`config.mk`:
```
export PLATFORM = sky130hd
export DESIGN_NAME = evt_timer
export DESIGN_NICKNAME = d
export VERILOG_FILES = /design/src/rtl/evt_tmr_pkg.sv /design/src/rtl/evt_main_ctr.sv /design/src/rtl/evt_cmp_unit.sv /design/src/rtl/evt_timer.sv
export SDC_FILE = /design/constraint.sdc
export NUM_CORES = 1
export LEC_CHECK = 0
export ABC_AREA = 1
export BUFFER_PORTS_ARGS = -buffer_cell sky130_fd_sc_hd__buf_2
export CAP_MARGIN = 30
export CORE_AREA = 2 2 243 245
export CTS_CLUSTER_DIAMETER = 200
export DETAILED_ROUTE_END_ITERATION = 10
export DIE_AREA = 0 0 245 247
export PLACE_DENSITY_LB_ADDON = 0.2
export SYNTH_ARGS = -nofsm -noshare
export SYNTH_HDL_FRONTEND = slang
export SYNTH_SLANG_ARGS = --single-unit
```
`constraint.sdc`:
```
create_clock -name clk -period 2.75 [get_ports clk]
set_input_delay 0.4125 -clock clk [delete_from_list [all_inputs] [get_ports clk]]
set_output_delay 0.4125 -clock clk [all_outputs]
set_load 0.02 [all_outputs]
```
`src/rtl/evt_tmr_pkg.sv`:
```
package evt_tmr_pkg;

    localparam int CW = 32;

    // Global register offsets (byte addresses)
    localparam int OFF_CAPS   = 'h000;
    localparam int OFF_TICK   = 'h004;
    localparam int OFF_GCFG   = 'h010;
    localparam int OFF_STAT   = 'h020;
    localparam int OFF_CNT    = 'h0F0;
    localparam int TMR_BASE   = 'h100;
    localparam int TMR_STRIDE = 'h020;
    localparam int TMR_CMP    = 'h008;

    // Per-timer configuration bit positions
    localparam int TB_LVL   = 1;
    localparam int TB_IE    = 2;
    localparam int TB_PER   = 3;
    localparam int TB_PCAP  = 4;
    localparam int TB_W64   = 5;
    localparam int TB_VSET  = 6;
    localparam int TB_F32   = 8;
    localparam int TB_ROUTE = 9;
    localparam int ROUTE_W  = 5;

    typedef enum logic [1:0] {
        VS_IDLE  = 2'd0,
        VS_VALUE = 2'd1,
        VS_PERIOD = 2'd2
    } vs_stage_e;

    typedef struct packed {
        logic [CW-1:0]      cmp;
        logic [CW-1:0]      period;
        logic               ie;
        logic               lvl;
        logic               per;
        logic               f32;
        logic [ROUTE_W-1:0] route;
        vs_stage_e          vs;
        logic               armed;
    } cmp_st_t;

    function automatic int tmr_cfg_addr(input int n);
        return TMR_BASE + n * TMR_STRIDE;
    endfunction

    function automatic int tmr_cmp_addr(input int n);
        return TMR_BASE + n * TMR_STRIDE + TMR_CMP;
    endfunction

endpackage

```
`src/rtl/evt_main_ctr.sv`:
```
module evt_main_ctr
    import evt_tmr_pkg::*;
(
    input  logic          clk,
    input  logic          rst_n,
    input  logic          run,
    input  logic          ld,
    input  logic [CW-1:0] ld_val,
    output logic [CW-1:0] cnt_q
);

    logic [CW-1:0] cnt_d;

    always_comb begin
        cnt_d = cnt_q;
        if (ld) begin
            cnt_d = ld_val;
        end else if (run) begin
            cnt_d = cnt_q + 1'b1;
        end
    end

    always_ff @(posedge clk or negedge rst_n) begin
        if (!rst_n) begin
            cnt_q <= '0;
        end else begin
            cnt_q <= cnt_d;
        end
    end

endmodule

```
`src/rtl/evt_cmp_unit.sv`:
```
module evt_cmp_unit
    import evt_tmr_pkg::*;
#(
    parameter bit PER_CAP = 1'b1
) (
    input  logic          clk,
    input  logic          rst_n,
    input  logic [CW-1:0] cnt,
    input  logic          cnt_en,
    input  logic          cfg_we,
    input  logic          cmp_we,
    input  logic [31:0]   wdata,
    output logic [31:0]   cfg_rd,
    output logic [31:0]   cmp_rd,
    output logic          match,
    output logic          ie,
    output logic          lvl
);

    cmp_st_t st_d, st_q;
    logic    unused_wbits;

    assign unused_wbits = ^{wdata[31:14], wdata[7], wdata[5], wdata[4], wdata[0]};

    assign match = cnt_en && st_q.armed && (cnt == st_q.cmp);

    always_comb begin
        st_d = st_q;
        if (match) begin
            if (st_q.per) begin
                st_d.cmp = st_q.cmp + st_q.period;
            end else begin
                st_d.armed = 1'b0;
            end
        end
        if (cfg_we) begin
            st_d.lvl   = wdata[TB_LVL];
            st_d.ie    = wdata[TB_IE];
            st_d.per   = wdata[TB_PER] & PER_CAP;
            st_d.f32   = wdata[TB_F32];
            st_d.route = wdata[TB_ROUTE +: ROUTE_W];
            if (wdata[TB_VSET]) begin
                st_d.vs = VS_VALUE;
            end
        end
        if (cmp_we) begin
            unique case (st_q.vs)
                VS_PERIOD: begin
                    st_d.period = wdata;
                    st_d.vs     = VS_IDLE;
                end
                VS_VALUE: begin
                    st_d.cmp   = wdata;
                    st_d.armed = 1'b1;
                    st_d.vs    = VS_PERIOD;
                end
                default: begin
                    st_d.cmp   = wdata;
                    st_d.armed = 1'b1;
                end
            endcase
        end
    end

    always_ff @(posedge clk or negedge rst_n) begin
        if (!rst_n) begin
            st_q        <= '0;
            st_q.cmp    <= '1;
            st_q.vs     <= VS_IDLE;
        end else begin
            st_q <= st_d;
        end
    end

    always_comb begin
        cfg_rd                         = '0;
        cfg_rd[TB_LVL]                 = st_q.lvl;
        cfg_rd[TB_IE]                  = st_q.ie;
        cfg_rd[TB_PER]                 = st_q.per;
        cfg_rd[TB_PCAP]                = PER_CAP;
        cfg_rd[TB_W64]                 = 1'b0;
        cfg_rd[TB_VSET]                = (st_q.vs != VS_IDLE);
        cfg_rd[TB_F32]                 = st_q.f32;
        cfg_rd[TB_ROUTE +: ROUTE_W]    = st_q.route;
    end

    assign cmp_rd = st_q.cmp;
    assign ie     = st_q.ie;
    assign lvl    = st_q.lvl;

endmodule

```
`src/rtl/evt_timer.sv`:
```
module evt_timer
    import evt_tmr_pkg::*;
#(
    parameter int          NUM_TMR   = 3,
    parameter int          ADDR_W    = 12,
    parameter logic [15:0] VENDOR_ID = 16'h5A17,
    parameter logic [7:0]  REV_ID    = 8'h01,
    parameter logic [31:0] TICK_FS   = 32'd10_000_000
) (
    input  logic              clk,
    input  logic              rst_n,
    input  logic              bus_wr,
    input  logic [ADDR_W-1:0] bus_addr,
    input  logic [31:0]       bus_wdata,
    output logic [31:0]       bus_rdata,
    output logic [NUM_TMR-1:0] tmr_irq,
    output logic              legacy_irq0,
    output logic              legacy_irq8
);

    localparam logic [31:0] CAPS_WORD = {VENDOR_ID, 1'b1, 1'b0, 1'b0,
                                         5'(NUM_TMR - 1), REV_ID};

    typedef struct packed {
        logic               en;
        logic               leg;
        logic [NUM_TMR-1:0] stat;
        logic [NUM_TMR-1:0] pulse;
    } top_st_t;

    top_st_t st_d, st_q;

    logic [CW-1:0]      cnt_q;
    logic               ctr_en, ctr_ld, leg_w;
    logic [NUM_TMR-1:0] hit, t_ie, t_lvl, cfg_we, cmp_we, irq_raw, stat_w;
    logic [31:0]        cfg_rd [NUM_TMR];
    logic [31:0]        cmp_rd [NUM_TMR];

    assign ctr_en = st_q.en;
    assign leg_w  = st_q.leg;
    assign stat_w = st_q.stat;
    assign ctr_ld = bus_wr && (bus_addr == ADDR_W'(OFF_CNT)) && !st_q.en;

    evt_main_ctr ctr_i (
        .clk    (clk),
        .rst_n  (rst_n),
        .run    (st_q.en),
        .ld     (ctr_ld),
        .ld_val (bus_wdata),
        .cnt_q  (cnt_q)
    );

    for (genvar n = 0; n < NUM_TMR; n++) begin : g_tmr
        assign cfg_we[n] = bus_wr && (bus_addr == ADDR_W'(tmr_cfg_addr(n)));
        assign cmp_we[n] = bus_wr && (bus_addr == ADDR_W'(tmr_cmp_addr(n)));

        evt_cmp_unit #(.PER_CAP(1'b1)) unit_i (
            .clk    (clk),
            .rst_n  (rst_n),
            .cnt    (cnt_q),
            .cnt_en (st_q.en),
            .cfg_we (cfg_we[n]),
            .cmp_we (cmp_we[n]),
            .wdata  (bus_wdata),
            .cfg_rd (cfg_rd[n]),
            .cmp_rd (cmp_rd[n]),
            .match  (hit[n]),
            .ie     (t_ie[n]),
            .lvl    (t_lvl[n])
        );

        assign irq_raw[n] = t_lvl[n] ? (st_q.stat[n] & t_ie[n]) : st_q.pulse[n];

        if (n < 2) begin : g_legacy_pair
            assign tmr_irq[n] = irq_raw[n] & ~st_q.leg;
        end else begin : g_plain
            assign tmr_irq[n] = irq_raw[n];
        end
    end

    assign legacy_irq0 = st_q.leg & irq_raw[0];
    assign legacy_irq8 = st_q.leg & irq_raw[1];

    always_comb begin
        st_d = st_q;
        if (bus_wr && bus_addr == ADDR_W'(OFF_GCFG)) begin
            st_d.en  = bus_wdata[0];
            st_d.leg = bus_wdata[1];
        end
        if (bus_wr && bus_addr == ADDR_W'(OFF_STAT)) begin
            st_d.stat = st_q.stat & ~bus_wdata[NUM_TMR-1:0];
        end
        st_d.stat  = st_d.stat | hit;
        st_d.pulse = hit & t_ie & ~t_lvl;
    end

    always_ff @(posedge clk or negedge rst_n) begin
        if (!rst_n) begin
            st_q <= '0;
        end else begin
            st_q <= st_d;
        end
    end

    always_comb begin
        bus_rdata = '0;
        unique case (bus_addr)
            ADDR_W'(OFF_CAPS): bus_rdata = CAPS_WORD;
            ADDR_W'(OFF_TICK): bus_rdata = TICK_FS;
            ADDR_W'(OFF_GCFG): bus_rdata = {30'd0, st_q.leg, st_q.en};
            ADDR_W'(OFF_STAT): bus_rdata = 32'(st_q.stat);
            ADDR_W'(OFF_CNT):  bus_rdata = cnt_q;
            default: begin
                for (int n = 0; n < NUM_TMR; n++) begin
                    if (bus_addr == ADDR_W'(tmr_cfg_addr(n))) bus_rdata = cfg_rd[n];
                    if (bus_addr == ADDR_W'(tmr_cmp_addr(n))) bus_rdata = cmp_rd[n];
                end
            end
        endcase
    end

endmodule

```
==> results.json <==
{
  "drv_slew": 0,
  "grt_start_max_net_pins": 71,
  "leakagePower_nw": 14.1,
  "wl_um": 113000,
  "grt_pass1_wl_um": 164000,
  "via_count": 25800,
  "fin_tns_setup_ns": 0,
  "htreeDepth": 2,
  "start_util_pct": 39.5,
  "antenna_left": 0,
  "grt_use_total_pct": 37.2,
  "drt_iter0_markers": 2606,
  "crit_start": "bus_addr[4]",
  "synth.distinct_cells": 46,
  "area_delta_synth_final_pct": 14.1,
  "die_area_mm2": 0.0605,
  "yosys-top-cells-count": "1427 x nand2_1, 516 x inv_1, 320 x nor2_1",
  "power_mw": 9.62,
  "cp.required_ns": 2.34,
  "end_kind": "output pin",
  "core_mm2": 0.0582,
  "syn_nets": 3907,
  "fp.dieH_um": 247,
  "ios": 84,
  "fillers": 6383,
  "synth_most_common_cell": "nand2_1",
  "min_period_over_period_pct": 96.8,
  "worstPathArrival_ns": 2.25,
  "synthTopCellsByArea": "nand2_1 23%, dfrtp_1 19%, dfstp_2 11%",
  "ys_seq_elements": 268,
  "combPwrFrac_pct": 8.4,
  "irDropWorstVdd_mv": 0.436,
  "hold_slack_ns": 0.0797,
  "antenna_found_initial": 5,
  "p_int_mw": 6.91,
  "syn_area_mm2": 0.0230,
  "overflow": 0,
  "reg2reg_from": "g_tmr[1].unit_i.st_q[12]",
  "drv_cap": 0,
  "max_freq_ghz": 0.376,
  "clkSlewWorstSetupHoldPaths_ns": 0.06,
  "synth_edf_count": 0,
  "synth_top_area_cell": "nand2_1",
  "row_count": 89,
  "p_switching_mw": 2.71,
  "cts_sinks": 268,
  "min_period_ns": 2.66,
  "relSlewSlack_pct": 42.3,
  "first_pass_iters": 6,
  "clkPwrFrac_pct": 49.3,
  "start_kind": "primary input",
  "switching_share_pct": 28.2,
  "rr_worst_depth": 13,
  "dp.final_hpwl_um": 91100,
  "final_hold_viol_count": 0,
  "post-route-drc-count": 0,
  "clockBufferDepth": 3,
  "worstHoldStart": "bus_wdata[12]",
  "clock-skew-final_ns": 0.0274,
  "cts_tree": "done",
  "ys_seq_area_share_pct": 29.7,
  "worstMarginPinSlew_ns": 0.865,
  "p_seq_share_pct": 42.2,
  "min_path_type": "primary input to register",
  "grt-busiest-layer": "met2",
  "viasPerCell": 5.47,
  "drive_gt1_share_pct": 11.0,
  "rsz0062_at_grt": "false",
  "nets": 4062,
  "use_met2_pct": 59.4,
  "criticalPathCategory": "primary input to output pin",
  "wl_per_cell_um": 24.0,
  "power_density_mw_per_mm2": 367,
  "die_w_um": 245,
  "synth_warnings": 0,
  "port_buffers": 83,
  "outcome": "complete, no violations",
  "hold_depth": 3,
  "grt_pass1_vias": 24700,
  "crit_path_max_fanout": 11,
  "grt_util_met3_pct": 7.99,
  "cts_root_buf": "clkbuf_16",
  "synth.avg_cell_area_um2": 6.12,
  "cts_made_buffers": 35,
  "ys_async_sr_fraction_pct": 100,
  "routabilityCongestion": 1.03,
  "synth_top_area_share_pct": 23.3,
  "ys.flop_type": "dfrtp_1",
  "gr-usage-met1_pct": 47.3,
  "setup_viol": 0,
  "insertion_delay_ns": 0.58,
  "syn_inst": 3754
}
## critical path, cell delays in order
cell	delay [ns]
buf_2	0.10
inv_1	0.11
nand3_1	0.20
nor2_1	0.19
nand2_2	0.27
o22ai_1	0.45
a21oi_1	0.11
o211ai_1	0.17
buf_2	0.23
## sequential cells by signal, indices dropped and copies added (netlist names)
name	count
g_tmr.unit_i.cfg_rd	21
leg_w	1
ctr_i.cnt_q	32
g_tmr.unit_i.st_q	105
g_tmr.unit_i.cmp_rd	96
st_q	3
stat_w	3
ctr_en	1
g_tmr.unit_i.ie	3
g_tmr.unit_i.lvl	3
## power by group through the flow
stage / clock network, mW / registers (mW) / logic [mW]
finish: 4.74 / 4.06 / 0.812
global route: 4.95 / 4.06 / 0.851
CTS: 4.79 / 4.06 / 0.785
detailed placement: 0 / 4.12 / 0.781
global placement: 0 / 4.12 / 0.784
floorplan: 0 / 4.08 / 0.306
## routing by layer
layer / part of all wire, % / routed length, µm
met5: 0.051 / 58
met4: 6.0 / 6750
met3: 8.7 / 9810
met2: 45 / 50200
met1: 41 / 46000
## final timing paths
path / to / slack (ns)
worst max-delay path: bus_rdata[28] / 0.09
worst min-delay path: g_tmr[0].unit_i.cmp_rd[12] / 0.08
worst max register to register: g_tmr[1].unit_i.cmp_rd[26] / 0.19
worst min register to register: g_tmr[0].unit_i.ie / 0.49
max in group asynchronous: g_tmr[0].unit_i.cmp_rd[9] / 1.49
min in group asynchronous: st_q[2] / 0.42
## cell families after synthesis
group / after synthesis / synth area share, %
simple gates: 2161 / 38.8
buf+inv: 639 / 11.0
compound gates: 507 / 11.8
flops: 268 / 29.7
fa+ha+maj: 106 / 5.87
xor+xnor: 73 / 2.78
## per-stage QoR
step                setup slack (ns)  std cells  cell area, µm²  utilization, %
finish                        0.0881       4711           26200            45.0
global route                 0.00414       4709           26200            45.0
CTS                            0.114       4709           26200            45.0
detailed placement           -0.0285       4644           25000            43.0
global placement             -0.0733       4644           25000            43.0
floorplan                      0.445       3754           23000               -
## cell type report
type | instances | area (µm²) | area share [%]
multi-input combinational | 2847 | 13600 | 52.0
sequential | 268 | 6830 | 26.0
inverter | 546 | 2050 | 7.82
timing repair buffer | 211 | 1560 | 5.97
clock buffer | 48 | 976 | 3.72
tap | 773 | 967 | 3.69
clock inverter | 16 | 184 | 0.702
antenna | 2 | 5.00 | 0.0191
## timing repair
item,CTS,global route
pin swaps,0,0
hold endpoints to repair,48,0
setup buffers,0,0
gates resized for setup,1,2
hold buffers,1,0
setup endpoints to repair,5,13
## cell usage in the layout, fill, tap and decap left out, drive strengths merged, types with 38 or more instances in the layout
cell type  Yosys  final
nand2       1432   1432
inv          545    547
nor2         331    331
o21ai        260    260
nand3        240    240
buf           52    210
dfrtp        172    172
a21oi        166    166
ha           103    103
dfstp         96     96
nand4         52     52
nor3          48     48
clkbuf        41     48
xor2          39     39
o211ai        38     38
Note: power is estimated with default switching activity, not from simulation.
